`src/rtl/icache_pkg.sv`:
```
package icache_pkg;
    typedef enum logic [2:0] {
        OP_IDLE,
        OP_BAD_RSP,
        OP_INSTALL,
        OP_EVICT,
        OP_HIT,
        OP_MISS,
        OP_STALL
    } icache_op_e;
endpackage

```
`src/rtl/icache_line_store.sv`:
```
module icache_line_store #(
    parameter int SETS   = 4,
    parameter int TAG_W  = 10,
    parameter int DATA_W = 32,
    localparam int IDX_W = $clog2(SETS),
    localparam int WAYS  = 2
) (
    input  logic              clk,
    input  logic              rst_n,
    input  logic [IDX_W-1:0]  rd_set,
    input  logic [TAG_W-1:0]  rd_tag,
    output logic [WAYS-1:0]   way_hit,
    output logic [WAYS-1:0]   way_used,
    output logic [DATA_W-1:0] hit_data,
    output logic              lru_way,
    input  logic              wr_en,
    input  logic              wr_way,
    input  logic [TAG_W-1:0]  wr_tag,
    input  logic [DATA_W-1:0] wr_data,
    input  logic              inv_en,
    input  logic              inv_way,
    input  logic              touch_en,
    input  logic              touch_way
) ;
    logic [DATA_W-1:0] way_data [WAYS];
    logic [SETS-1:0]   lru_q;

    for (genvar w = 0; w < WAYS; w++) begin : g_way
        logic [SETS-1:0]   vld_q;
        logic [TAG_W-1:0]  tag_q [SETS];
        logic [DATA_W-1:0] dat_q [SETS];

        always_ff @(posedge clk or negedge rst_n) begin
            if (!rst_n) begin
                vld_q <= '0;
            end else if (wr_en && (wr_way == w[0])) begin
                vld_q[rd_set] <= 1'b1;
            end else if (inv_en && (inv_way == w[0])) begin
                vld_q[rd_set] <= 1'b0;
            end
        end

        always_ff @(posedge clk) begin
            if (wr_en && (wr_way == w[0])) begin
                tag_q[rd_set] <= wr_tag;
                dat_q[rd_set] <= wr_data;
            end
        end

        assign way_used[w] = vld_q[rd_set];
        assign way_hit[w]  = vld_q[rd_set] && (tag_q[rd_set] == rd_tag);
        assign way_data[w] = dat_q[rd_set];
    end

    always_ff @(posedge clk or negedge rst_n) begin
        if (!rst_n) begin
            lru_q <= '0;
        end else if (touch_en) begin
            lru_q[rd_set] <= ~touch_way;
        end
    end

    assign lru_way  = lru_q[rd_set];
    assign hit_data = way_hit[1] ? way_data[1] : way_data[0];
endmodule

```
`src/rtl/icache_issue_delay.sv`:
```
module icache_issue_delay #(
    parameter int ADDR_W    = 12,
    parameter int BANK_BITS = 2,
    parameter int STAMP_W   = 16,
    parameter int LAT       = 80,
    localparam int CNT_W    = $clog2(LAT + 2)
) (
    input  logic                 clk,
    input  logic                 rst_n,
    input  logic                 load,
    input  logic [ADDR_W-1:0]    ld_addr,
    input  logic [STAMP_W-1:0]   ld_stamp,
    output logic                 busy,
    output logic                 out_valid,
    input  logic                 out_ready,
    output logic [ADDR_W-1:0]    out_addr,
    output logic [BANK_BITS-1:0] out_bank,
    output logic [STAMP_W-1:0]   out_stamp
);
    typedef struct packed {
        logic               busy;
        logic [CNT_W-1:0]   cnt;
        logic [ADDR_W-1:0]  addr;
        logic [STAMP_W-1:0] stamp;
    } slot_t;

    slot_t slot_d, slot_q;

    always_comb begin
        slot_d = slot_q;
        if (slot_q.busy && (slot_q.cnt != '0)) begin
            slot_d.cnt = slot_q.cnt - 1'b1;
        end
        if (out_valid && out_ready) begin
            slot_d.busy = 1'b0;
        end
        if (load) begin
            slot_d.busy  = 1'b1;
            slot_d.cnt   = CNT_W'(LAT);
            slot_d.addr  = ld_addr;
            slot_d.stamp = ld_stamp;
        end
    end

    always_ff @(posedge clk or negedge rst_n) begin
        if (!rst_n) slot_q <= '0;
        else        slot_q <= slot_d;
    end

    assign busy      = slot_q.busy;
    assign out_valid = slot_q.busy && (slot_q.cnt == '0);
    assign out_addr  = slot_q.addr;
    assign out_bank  = slot_q.addr[BANK_BITS-1:0];
    assign out_stamp = slot_q.stamp;
endmodule

```
`src/rtl/icache_ctrl.sv`:
```
module icache_ctrl
    import icache_pkg::*;
#(
    parameter int ADDR_W    = 12,
    parameter int DATA_W    = 32,
    parameter int SETS      = 4,
    parameter int BANK_BITS = 2,
    parameter int ISSUE_LAT = 80,
    parameter int PEND      = 2,
    parameter int SRC_W     = 4,
    parameter logic [SRC_W-1:0] SRC_ID = 4'd5,
    parameter int STAMP_W   = 16,
    localparam int IDX_W    = $clog2(SETS),
    localparam int TAG_W    = ADDR_W - IDX_W
) (
    input  logic                 clk,
    input  logic                 rst_n,
    input  logic                 fetch_valid,
    input  logic [ADDR_W-1:0]    fetch_addr,
    output logic                 fetch_ready,
    output logic                 done_valid,
    output logic [ADDR_W-1:0]    done_addr,
    output logic [DATA_W-1:0]    done_data,
    output logic                 req_valid,
    input  logic                 req_ready,
    output logic [ADDR_W-1:0]    req_addr,
    output logic [BANK_BITS-1:0] req_bank,
    output logic [SRC_W-1:0]     req_src,
    output logic [STAMP_W-1:0]   req_stamp,
    input  logic                 rsp_valid,
    input  logic                 rsp_is_data,
    input  logic [ADDR_W-1:0]    rsp_addr,
    input  logic [DATA_W-1:0]    rsp_data,
    output logic                 rsp_ready,
    output logic                 err_out
);
    typedef struct packed {
        logic                         done_v;
        logic [ADDR_W-1:0]            done_a;
        logic [DATA_W-1:0]            done_d;
        logic                         err;
        logic [PEND-1:0]              pv;
        logic [PEND-1:0][ADDR_W-1:0]  pa;
        logic [STAMP_W-1:0]           cyc;
    } ctrl_t;

    ctrl_t st_d, st_q;

    logic [ADDR_W-1:0] lk_addr;
    logic [1:0]        way_hit, way_used;
    logic [DATA_W-1:0] hit_data;
    logic              lru_way, any_hit, set_full;
    logic              wr_en, wr_way, inv_en, touch_en, touch_way;
    logic              slot_busy, slot_load;
    logic              pend_match, pend_full, placed;
    icache_op_e        op;

    assign lk_addr  = rsp_valid ? rsp_addr : fetch_addr;
    assign any_hit  = |way_hit;
    assign set_full = &way_used;

    icache_line_store #(.SETS(SETS), .TAG_W(TAG_W), .DATA_W(DATA_W)) store_i (
        .clk(clk), .rst_n(rst_n),
        .rd_set(lk_addr[IDX_W-1:0]), .rd_tag(lk_addr[ADDR_W-1:IDX_W]),
        .way_hit(way_hit), .way_used(way_used), .hit_data(hit_data), .lru_way(lru_way),
        .wr_en(wr_en), .wr_way(wr_way), .wr_tag(rsp_addr[ADDR_W-1:IDX_W]), .wr_data(rsp_data),
        .inv_en(inv_en), .inv_way(lru_way),
        .touch_en(touch_en), .touch_way(touch_way)
    );

    icache_issue_delay #(.ADDR_W(ADDR_W), .BANK_BITS(BANK_BITS), .STAMP_W(STAMP_W),
                         .LAT(ISSUE_LAT)) delay_i (
        .clk(clk), .rst_n(rst_n),
        .load(slot_load), .ld_addr(fetch_addr), .ld_stamp(st_q.cyc),
        .busy(slot_busy),
        .out_valid(req_valid), .out_ready(req_ready),
        .out_addr(req_addr), .out_bank(req_bank), .out_stamp(req_stamp)
    );

    always_comb begin
        pend_match = 1'b0;
        for (int i = 0; i < PEND; i++) begin
            if (st_q.pv[i] && (st_q.pa[i] == fetch_addr)) pend_match = 1'b1;
        end
        pend_full = &st_q.pv;

        if (rsp_valid) begin
            if (!rsp_is_data)             op = OP_BAD_RSP;
            else if (any_hit || !set_full) op = OP_INSTALL;
            else                           op = OP_EVICT;
        end else if (fetch_valid) begin
            if (any_hit)                                         op = OP_HIT;
            else if (!pend_match && !pend_full && !slot_busy)    op = OP_MISS;
            else                                                 op = OP_STALL;
        end else begin
            op = OP_IDLE;
        end
    end

    always_comb begin
        st_d        = st_q;
        st_d.done_v = 1'b0;
        st_d.err    = 1'b0;
        st_d.cyc    = st_q.cyc + 1'b1;
        rsp_ready   = 1'b0;
        fetch_ready = 1'b0;
        wr_en       = 1'b0;
        wr_way      = 1'b0;
        inv_en      = 1'b0;
        touch_en    = 1'b0;
        touch_way   = 1'b0;
        slot_load   = 1'b0;
        placed      = 1'b0;
        unique case (op)
            OP_BAD_RSP: begin
                rsp_ready = 1'b1;
                st_d.err  = 1'b1;
            end
            OP_INSTALL: begin
                rsp_ready   = 1'b1;
                wr_en       = 1'b1;
                wr_way      = any_hit ? way_hit[1] : way_used[0];
                touch_en    = 1'b1;
                touch_way   = wr_way;
                st_d.done_v = 1'b1;
                st_d.done_a = rsp_addr;
                st_d.done_d = rsp_data;
                for (int i = 0; i < PEND; i++) begin
                    if (st_q.pv[i] && (st_q.pa[i] == rsp_addr)) st_d.pv[i] = 1'b0;
                end
            end
            OP_EVICT: begin
                inv_en = 1'b1;
            end
            OP_HIT: begin
                fetch_ready = 1'b1;
                touch_en    = 1'b1;
                touch_way   = way_hit[1];
                st_d.done_v = 1'b1;
                st_d.done_a = fetch_addr;
                st_d.done_d = hit_data;
            end
            OP_MISS: begin
                fetch_ready = 1'b1;
                slot_load   = 1'b1;
                for (int i = 0; i < PEND; i++) begin
                    if (!placed && !st_q.pv[i]) begin
                        st_d.pv[i] = 1'b1;
                        st_d.pa[i] = fetch_addr;
                        placed     = 1'b1;
                    end
                end
            end
            default: ;
        endcase
    end

    always_ff @(posedge clk or negedge rst_n) begin
        if (!rst_n) st_q <= '0;
        else        st_q <= st_d;
    end

    assign done_valid = st_q.done_v;
    assign done_addr  = st_q.done_a;
    assign done_data  = st_q.done_d;
    assign err_out    = st_q.err;
    assign req_src    = SRC_ID;
endmodule

```
`config.mk`:
```
export PLATFORM = sky130hd
export DESIGN_NAME = icache_ctrl
export DESIGN_NICKNAME = d
export VERILOG_FILES = /design/src/rtl/icache_pkg.sv /design/src/rtl/icache_line_store.sv /design/src/rtl/icache_issue_delay.sv /design/src/rtl/icache_ctrl.sv
export SDC_FILE = /design/constraint.sdc
export NUM_CORES = 1
export LEC_CHECK = 0
export BUFFER_PORTS_ARGS = -buffer_cell sky130_fd_sc_hd__clkbuf_2
export CORE_MARGIN = 4
export CORE_UTILIZATION = 60
export CTS_CLUSTER_DIAMETER = 30
export DETAILED_ROUTE_END_ITERATION = 10
export PLACE_DENSITY = 0.86
export SYNTH_ARGS = -nofsm -noshare
export SYNTH_HDL_FRONTEND = slang
export SYNTH_SLANG_ARGS = --single-unit
```
`constraint.sdc`:
```
create_clock -name clk -period 7.3 [get_ports clk]
set_input_delay 1.825 -clock clk [delete_from_list [all_inputs] [get_ports clk]]
set_output_delay 1.825 -clock clk [all_outputs]
set_load 0.1 [all_outputs]
```
Word-level counts from Yosys, hierarchy flattened

Memory sizes are Yosys's and may differ from the RTL's.
Index checks and enable logic that the tools add are counted.

$add $sub $neg: 2
Magnitude comparators: 2
Eq/ne operators: 14
Mux-type cells: 47
Bitwise logic cells: 9
Reductions and logical operators: 42

Operator list:

| cell                    | number |
|---|---|
| $pmux W45 S2            | 1 |
| $eq A12 B12 Y1          | 4 |
| $mux W36                | 1 |
| $mux W32                | 1 |
| $mux W1                 | 26 |
| $eq A10 B10 Y1          | 2 |
| $logic_and A1 B1 Y1     | 17 |
| $add A16 B1 Y16 const B | 1 |
| $mux W4                 | 4 |
| $mux W12                | 1 |
| $reduce_bool A2 Y1      | 6 |
| $reduce_and A2 Y1       | 5 |
| $and A4 B4 Y4           | 2 |
| $or A4 B4 Y4            | 2 |
| $reduce_or A2 Y1        | 4 |
| $logic_not A7 Y1        | 1 |
| $mux W7                 | 1 |
| $reduce_bool A7 Y1      | 1 |
| $sub A7 B1 Y7 const B   | 1 |
| $bmux W1 S2             | 3 |
| $eq A3 B2 Y1 const B    | 2 |
| $eq A3 B3 Y1 const B    | 2 |
| $logic_not A1 Y1        | 6 |
| $mux W2                 | 3 |
| other kinds (13)        | 19 |

Register bits after elaboration: 136
Memory bits (writable): 336
Bits of input ports: 62
Output and inout bits: 83
Logic and storage cells: 136
Memories kept: 4

Memory list:

| name                   | words | bits a word | read ports | clocked after Yosys merged registers in | wr ports | line                    | RTL |
|---|---|---|---|---|---|---|---|
| store_i.g_way[0].dat_q | 4     | 32          | 1          | 0                                       | 1        | icache_line_store.sv:31 | `logic [DATA_W-1:0] dat_q [SETS];` |
| store_i.g_way[1].dat_q | 4     | 32          | 1          | 0                                       | 1        | icache_line_store.sv:31 |  |
| store_i.g_way[0].tag_q | 4     | 10          | 1          | 0                                       | 1        | icache_line_store.sv:30 | `logic [TAG_W-1:0] tag_q [SETS];` |
| store_i.g_way[1].tag_q | 4     | 10          | 1          | 0                                       | 1        | icache_line_store.sv:30 |  |

Depth between registers and ports, before layout

Gate-level depths: netlist of run 1.

Depth after elaboration: 17
Depth in mapped cells: 14
Depth with buffers taken out: 9

By module

A second synthesis of run 1 with hierarchy kept.

Cells, all modules: 1,166
Area, all modules: 19,846.5 um2

Modules (own cells, without submodules):

| module             | instances | cells an instance | area each (um2) | sequential area each (um2) |
|---|---|---|---|---|
| icache_line_store  | 1         | 577               | 13,379.1        | 10,390.0 |
| icache_ctrl        | 1         | 454               | 4,762.1         | 2,202.1 |
| icache_issue_delay | 1         | 135               | 1,705.4         | 900.9 |

Worst setup path before layout of run 1

OpenSTA, ideal clock, no wires.

Path type: input to output
Start point: input rsp_valid
End point: output fetch_ready
Data arrival time: 4.844 ns
Data required time: 5.475 ns
Slack: 0.631 ns
Stages: 13
Buffers on the path: 5
Path through: buf_4 -> mux2_2 -> buf_6 -> buf_6 -> mux2i_1 -> mux2i_1 -> xor2_1 -> nand4_1 -> or4b_4 -> a21o_1 -> buf_2 -> buf_2 -> nand2_1

Cells in the longest elaborated chain, start to end: 12
Elaborated cells on any way between the ends: 24
Those cells by class: 4 x eq/ne; 11 x mux; 7 x reduce/logical; 2 x memory

Ends and longest elaborated chain:

| element                                                  | line                                             | RTL |
|---|---|---|
| from (decl)                                              | icache_ctrl.sv:30                                | `input logic rsp_valid,` |
| $mux W12                                                 | icache_ctrl.sv:58                                | `assign lk_addr = rsp_valid ? rsp_addr : fetch_addr;` |
| $mem_v2 Z4 W10 or $bmux W1 S2 (tied branches)            | n/a                                              |  |
| $eq A10 B10 Y1 or $mux W1 (tied branches)                | icache_line_store.sv:51, icache_line_store.sv:50 |  |
| $logic_and A1 B1 Y1 or $reduce_and A2 Y1 (tied branches) | icache_line_store.sv:51, icache_ctrl.sv:60       |  |
| $reduce_or A2 Y1 or $logic_not A1 Y1 (tied branches)     | icache_ctrl.sv:59, icache_ctrl.sv:89             |  |
| $logic_or A1 B1 Y1                                       | icache_ctrl.sv:89                                | `else if (any_hit \|\| !set_full) op = OP_INSTALL;` |
| $mux W1                                                  | icache_ctrl.sv:89                                |  |
| $mux W2                                                  | icache_ctrl.sv:88                                | `if (!rsp_is_data) op = OP_BAD_RSP;` |
| $mux W3 *                                                | icache_ctrl.sv:87                                | `if (rsp_valid) begin` |
| $eq A3 B3 Y1                                             | icache_ctrl.sv:114                               | `unique case (op)` |
| $reduce_or A2 Y1 (no source line) *                      | n/a                                              |  |
| $mux W1 *                                                | icache_ctrl.sv:114                               |  |
| to (decl)                                                | icache_ctrl.sv:20                                | `output logic fetch_ready,` |

Every way passes the cells marked *; elsewhere a longest branch is shown, timed or not. The select of a mux whose other input is x is not followed.

Worst setup path in the final report of run 1

Start point: input rsp_valid
End point: output rsp_ready

Cells in the longest elaborated chain, start to end: 12
Elaborated cells on any way between the ends: 24
Those cells by class: 4 x eq/ne; 11 x mux; 7 x reduce/logical; 2 x memory

Ends and longest elaborated chain:

| element                                                  | line                                             | RTL |
|---|---|---|
| $mux W12                                                 | icache_ctrl.sv:58                                |  |
| $mem_v2 Z4 W10 or $bmux W1 S2 (tied branches)            | n/a                                              |  |
| $eq A10 B10 Y1 or $mux W1 (tied branches)                | icache_line_store.sv:51, icache_line_store.sv:50 |  |
| $logic_and A1 B1 Y1 or $reduce_and A2 Y1 (tied branches) | icache_line_store.sv:51, icache_ctrl.sv:60       |  |
| $reduce_or A2 Y1 or $logic_not A1 Y1 (tied branches)     | icache_ctrl.sv:59, icache_ctrl.sv:89             |  |
| $logic_or A1 B1 Y1                                       | icache_ctrl.sv:89                                |  |
| $mux W1                                                  | icache_ctrl.sv:89                                |  |
| $mux W2                                                  | icache_ctrl.sv:88                                |  |
| $mux W3 *                                                | icache_ctrl.sv:87                                |  |
| $eq A3 B2 Y1 or $eq A3 B1 Y1 (tied branches)             | icache_ctrl.sv:114                               |  |
| $reduce_or A2 Y1 (no source line) *                      | n/a                                              |  |
| $mux W1 *                                                | icache_ctrl.sv:114                               |  |
| to (decl)                                                | icache_ctrl.sv:34                                | `output logic rsp_ready,` |

Marks and branches as above.

==> flow_metrics.py, run 1 <==
metrics = {
    "power_and_ir_drop": {
        "power_mw": 9.26,
        "leakagePower_nw": 9.73,
        "peakVddDrop_mv": 0.532,
        "p_per_area_mw_per_mm2": 383,
    },
    "clocking": {
        "clk_latency_ns": 0.62,
        "post_cts_resized": 0,
        "htree_levels": 3,
        "cts_sinks": 472,
        "postCtsHoldBufs": 0,
        "clk_pin_slew_ns": 0.05,
        "clock_path_buffers": 3,
        "post_cts_buffers": 0,
        "cts_tree": "yes",
        "clockRootBuffer": "clkbuf_16",
        "numCtsBuffers": 88,
    },
    "cells_and_area": {
        "seqCellArea_sq_mm": 0.0135,
        "fill_cells": 1969,
        "drive_gt1_share_pct": 21.9,
        "area_growth_pct": 18.2,
        "final_core_util_pct": 71.9,
        "instances_no_fill": 2199,
        "multiInputGateArea_sq_mm": 0.00600,
        "n_antenna_cell": 0,
        "nets": 1740,
        "final_cell_area_sq_mm": 0.0242,
    },
    "timing": {
        "setup_tns_ns": 0,
        "fmax_ghz": 0.148,
        "finalCritPeriodShare_pct": 92.8,
        "skew_ns": 0.0307,
        "worst_pin_slew_ns": 0.945,
        "hold_viol": 0,
        "rsz0062_at_grt": "false",
        "period_needed_ns": 6.78,
        "setup_violations": 0,
        "maxSlewViolCount": 0,
        "relSlewSlack_pct": 36.2,
    },
    "routing": {
        "first_iter_violations": 1560,
        "vias": 13900,
        "wl_per_cell_um": 23.8,
        "drc_errors": 0,
        "via_per_inst": 6.31,
        "firstDrtPassIters": 6,
        "drt_wl_total_um": 52400,
        "ant_nets": 0,
    },
    "floorplan": {
        "die_h_um": 193,
        "ioPinCount": 145,
        "die_area_sq_mm": 0.0371,
        "num_rows": 67,
        "start_util_pct": 60.8,
        "die_x_um": 193,
        "core_sq_mm": 0.0336,
    },
    "hold_path": {
        "min_path_type": "register to register",
    },
    "synth": {
        "synth_cell_types": 61,
        "yosysTopAreaCell": "edfxtp_1",
        "post-synth-top-count-cell": "nand2_1",
        "async_reset_ff_share_pct": 28.8,
        "syn_area_sq_mm": 0.0205,
        "yosysTopAreaCellShare_pct": 49.3,
        "avgSynthCellArea_sq_um": 12.8,
        "synth_common_cells": "349 x nand2_1, 336 x edfxtp_1, 136 x dfrtp_1",
        "syn_inst": 1592,
        "synth_area_leaders": "edfxtp_1 49%, dfrtp_1 17%, nand2_1 6.4%",
        "ys.warnings.count": 0,
        "ys.flop_type": "edfxtp_1",
        "ys_seq_elements": 472,
        "synth-edff-count": 336,
        "yosysSeqAreaShare_pct": 66.0,
    },
    "grt": {
        "grt_pass1_wl_um": 81200,
        "grt_pass1_vias": 14400,
        "grt-ovfl-total": 0,
        "antenna_found_initial": 0,
        "track_usage_pct": 28.6,
        "grt_max_degree": 79,
    },
    "critical_path": {
        "cp_cell_sequence": "clkbuf_2 > mux2_4 > buf_4 > mux2i_1 > xnor2_1 > mux2i_1 > nor3_1 > nand4_2 > a31oi_4 > or2_2 > buf_12",
        "cpMaxStageDelayCell": "mux2_4",
        "cpMostUsedCell": "mux2i_1",
        "cp_data_arrival_time_ns": 4.95,
        "critPathRequiredTime_ns": 5.48,
        "cp-start-kind": "input pin",
        "cp-end-kind": "output pin",
        "critPathKind": "input pin to output pin",
        "slowest_delay_ns": 0.52,
        "worst-path-max-fanout": 37,
    },
    "placed_design": {
        "placed_cells": 2034,
        "dpl.hpwl_um": 28300,
        "port_buffers": 140,
        "routabilityCongestion": 0.881,
        "place_area_sq_mm": 0.0210,
    },
    "run": {
        "max-cap-violations": 0,
    },
    "outcome": {
        "status": "finished, final reports clean",
    },
}
path summary, 6_finish.rpt:
path | start | to | slack, ns | cells past startpoint
setup / recovery | rsp_valid | rsp_ready | 0.52 | 11
hold / removal | st_q[15] | st_q[15] | 0.47 | 1
setup reg to reg | store_i.g_way[1].tag_q[1][4] | done_data[14] | 3.59 | 10
hold reg to reg | st_q[15] | st_q[15] | 0.47 | 1
max in group asynchronous | rst_n | done_data[19] | 4.71 | 2
min in group asynchronous | rst_n | delay_i.out_stamp[14] | 1.26 | 1
state kept, by name (all words and copies together) (netlist names), named ones only:
signal and count:
delay_i.out_addr 12, st_q 42, delay_i.out_stamp 16, done_valid 1
delay_i.busy 1, store_i.lru_q 4, store_i.g_way.tag_q 80, err_out 1
done_data 32, delay_i.slot_q 7, done_addr 12, store_i.g_way.dat_q 256
cells by family (layout without fill, tap and decap cells):
logic type / Yosys count / after routing / synth area share [%]
AOI/OAI and AO/OA: 214 / 214 / 7.78
xor gates and xnor gates: 94 / 94 / 4.03
adders and majority gates: 2 / 2 / 0.122
buffers and inverters: 181 / 338 / 5.23
DFF: 472 / 472 / 66.0
muxes: 99 / 99 / 5.31
other: 2 / 4 / 0.0367
and+or+nand+nor: 528 / 528 / 11.5
critical path, delay by kind of cell:
kind / cells / cell delay [ns]
buffers and inverters: 3 / 0.98
multiplexers: 3 / 0.91
XOR/XNOR: 1 / 0.15
AND/OR/NAND/NOR: 3 / 0.72
AO/OA/AOI/OAI: 1 / 0.34
power by group:
group	switching, mW	leakage, nW	internal, mW
clock network	1.42	1.48	2.79
logic	1.48	3.49	0.337
registers	0.128	4.76	3.11
placed cells by master (no fill, tap or decap), drive strengths merged, types with 33 or more instances in the layout:
cell type	n
nand2	349
edfxtp	336
clkbuf	248
dfrtp	136
nand3	76
o211ai	64
xor2	57
mux2	53
mux2i	45
a221o	44
o21ai	41
xnor2	37
a21oi	33
cell type report:
class / count / area share [%]
Multi-Input combinational cell: 941 / 24.8
Timing Repair Buffer: 166 / 3.96
Tap cell: 448 / 2.32
Inverter: 7 / 0.109
Clock buffer: 111 / 9.97
Sequential cell: 472 / 55.8
Clock inverter: 54 / 3.01
through the flow:
step	hold WS, ns	worst slack (ns)
2_1_floorplan	0.442	0.631
4_1_cts	0.476	0.608
6_report	0.472	0.523
3_5_place_dp	0.460	0.640
3_3_place_gp	0.461	0.736
5_1_grt	0.507	0.408
metal layers:
layer	GRT usage, %	wire [um]	up-vias
met5	0	0	-
met4	11.6	1780	0
met3	5.88	5450	167
met2	47.6	26000	933
met1	37.1	19100	6867
li1	-	-	5901
No activity file was read; power rests on OpenSTA's default activity.
==> run 2: changes to the inputs <==
Settings changed: PLACE_DENSITY 0.86 to not set, PLACE_DENSITY_LB_ADDON set to 0.25.
==> run 2 against run 1 <==
Against the previous run: critical path depth unchanged; sequential share of layout area increased by 0.17 points; final area decreased by 0.29%; total power decreased by 1.1%; critical path type unchanged; critical endpoint is now fetch_ready.
==> flow_metrics.py, run 2 (synthesized netlist as in run 1, its figures left out) <==
metrics = {
    "outcome": {
        "status": "finished, final reports clean",
    },
    "power_and_ir_drop": {
        "leakagePower_nw": 9.74,
        "p_per_area_mw_per_mm2": 380,
        "peakVddDrop_mv": 0.426,
    },
    "grt": {
        "met1_usage_pct": 36.3,
        "grt_pass1_wl_um": 75900,
        "busiest_layer": "met2",
        "use_met3_pct": 5.86,
        "track_usage_pct": 26.6,
        "grt_max_degree": 99,
        "grt-ovfl-total": 0,
        "grtUsageMet2_pct": 42.9,
        "grt_pass1_vias": 13400,
        "antenna_found_initial": 0,
    },
    "cells_and_area": {
        "regMostFlops": "store_i.g_way.dat_q",
        "final_common_cell": "nand2_1",
        "seqCellArea_sq_mm": 0.0135,
        "fill_cells": 2156,
        "multiInputGateArea_sq_mm": 0.00600,
        "final_core_util_pct": 71.7,
        "reg_top3": "store_i.g_way.dat_q: 256 flops, store_i.g_way.tag_q: 80 flops, st_q: 42 flops",
        "nets": 1737,
        "area_growth_pct": 17.8,
        "largest_reg_flops": 256,
        "drive_gt1_share_pct": 21.9,
        "layout_common_cells": "349 x nand2_1, 336 x edfxtp_1, 137 x clkbuf_2",
        "n_antenna_cell": 0,
    },
    "timing": {
        "finalCritPeriodShare_pct": 91.7,
        "setup_violations": 0,
        "rsz0062_at_grt": "false",
        "fmax_ghz": 0.149,
        "relSlewSlack_pct": 29.1,
        "period_needed_ns": 6.69,
        "setup_tns_ns": 0,
        "whs_ns": 0.482,
        "maxSlewViolCount": 0,
        "worst_pin_slew_ns": 1.06,
        "hold_viol": 0,
        "skew_ns": 0.0285,
    },
    "critical_path": {
        "r2r-start": "store_i.g_way[1].tag_q[2][4]",
        "reg2reg_depth": 8,
        "cp_data_arrival_time_ns": 4.87,
        "cpMostUsedCell": "nand4_1",
        "cpMaxStageDelayCell": "or4b_4",
        "cp_cell_sequence": "clkbuf_2 > buf_4 > nor3b_2 > o21ai_0 > nand4_1 > xor2_1 > nand4_1 > or4b_4 > a21o_1 > nand2_1 > buf_12",
        "cp-end-kind": "output pin",
        "r2r_slack_ns": 3.60,
        "crit_buf_inv": 3,
        "r2r-end": "store_i.g_way[0].dat_q[3][9]",
        "cp_top_family": "simple AND/OR/NAND/NOR gates",
        "critPathRequiredTime_ns": 5.48,
        "worst-path-max-fanout": 16,
        "cp-start-kind": "input pin",
        "critPathKind": "input pin to output pin",
        "slowest_delay_ns": 0.61,
    },
    "placed_design": {
        "dpl.hpwl_um": 27100,
        "port_buffers": 140,
        "routabilityCongestion": 0.902,
    },
    "floorplan": {
        "die_x_um": 193,
        "die_area_sq_mm": 0.0371,
        "core_sq_mm": 0.0336,
        "die_h_um": 193,
        "ioPinCount": 145,
        "num_rows": 67,
        "start_util_pct": 60.8,
    },
    "hold_path": {
        "hold_path.startpoint": "st_q[15]",
        "worstHoldPathCells": 1,
        "holdPathEnd": "st_q[15]",
        "min_path_type": "register to register",
    },
    "run": {
        "max-cap-violations": 0,
    },
    "routing": {
        "ant_nets": 0,
        "wl_per_cell_um": 22.2,
        "firstDrtPassIters": 5,
        "drt_wl_total_um": 48800,
        "first_iter_violations": 1145,
        "drc_errors": 0,
        "via_per_inst": 6.04,
        "vias": 13300,
    },
    "clocking": {
        "clock_path_buffers": 3,
        "cts_sinks": 472,
        "clk_latency_ns": 0.61,
        "htree_levels": 3,
        "postCtsHoldBufs": 0,
        "cts_tree": "yes",
        "post_cts_resized": 0,
        "post_cts_buffers": 0,
        "numCtsBuffers": 87,
        "clk_pin_slew_ns": 0.05,
        "clockRootBuffer": "clkbuf_16",
    },
}
[run 2: routing by layer]
layer	vias up	wire (um)	share of wire, %
li1	5907	-	-
met1	6635	19900	41
met2	628	23900	49
met3	85	4050	8.3
met4	0	1060	2.2
met5	-	0	0
[run 2: metrics by stage]
step / power, mW / instance area [sq um] / setup WS (ns) / instances
3_3_place_gp: 5.04 / 21000 / 0.756 / 2032
6_report: 9.16 / 24100 / 0.607 / 2195
3_5_place_dp: 5.06 / 21000 / 0.716 / 2032
4_1_cts: 9.21 / 24100 / 0.712 / 2195
5_1_grt: 9.46 / 24100 / 0.459 / 2195
2_1_floorplan: 4.88 / 20500 / 0.631 / 1594
[run 2: worst max-delay path by stage]
stage,start,to,slack [ns],cells after the start
2_1_floorplan,rsp_valid,fetch_ready,0.63,13
3_3_place_gp,rsp_valid,fetch_ready,0.76,10
3_5_place_dp,rsp_valid,fetch_ready,0.72,11
4_1_cts,rsp_valid,fetch_ready,0.71,11
5_1_grt,rsp_valid,rsp_ready,0.46,10
6_report,rsp_valid,fetch_ready,0.61,11
[run 2: power breakdown]
group / internal [mW] / total, mW / switching, mW
registers: 3.11 / 3.22 / 0.117
logic: 0.337 / 1.80 / 1.46
clock network: 2.71 / 4.14 / 1.43
total: 6.15 / 9.16 / 3.01
[run 2: worst reg2reg max path: stages, from the launching register on]
cell,delay [ns]
edfxtp_1,0.38
mux4_2,0.49
xor2_1,0.15
inv_1,0.09
nor2_1,0.08
nand4_4,0.32
nand3_1,0.48
nor2_4,0.84
buf_4,0.50
[run 2: final cells by class]
class                      instances  share of cell area [%]
tap                              448                    2.33
multi-input combinational        941                    24.9
timing repair buffer             164                    4.01
sequential                       472                    56.0
clock inverter                    68                    3.48
inverter                           7                   0.109
clock buffer                      95                    9.20
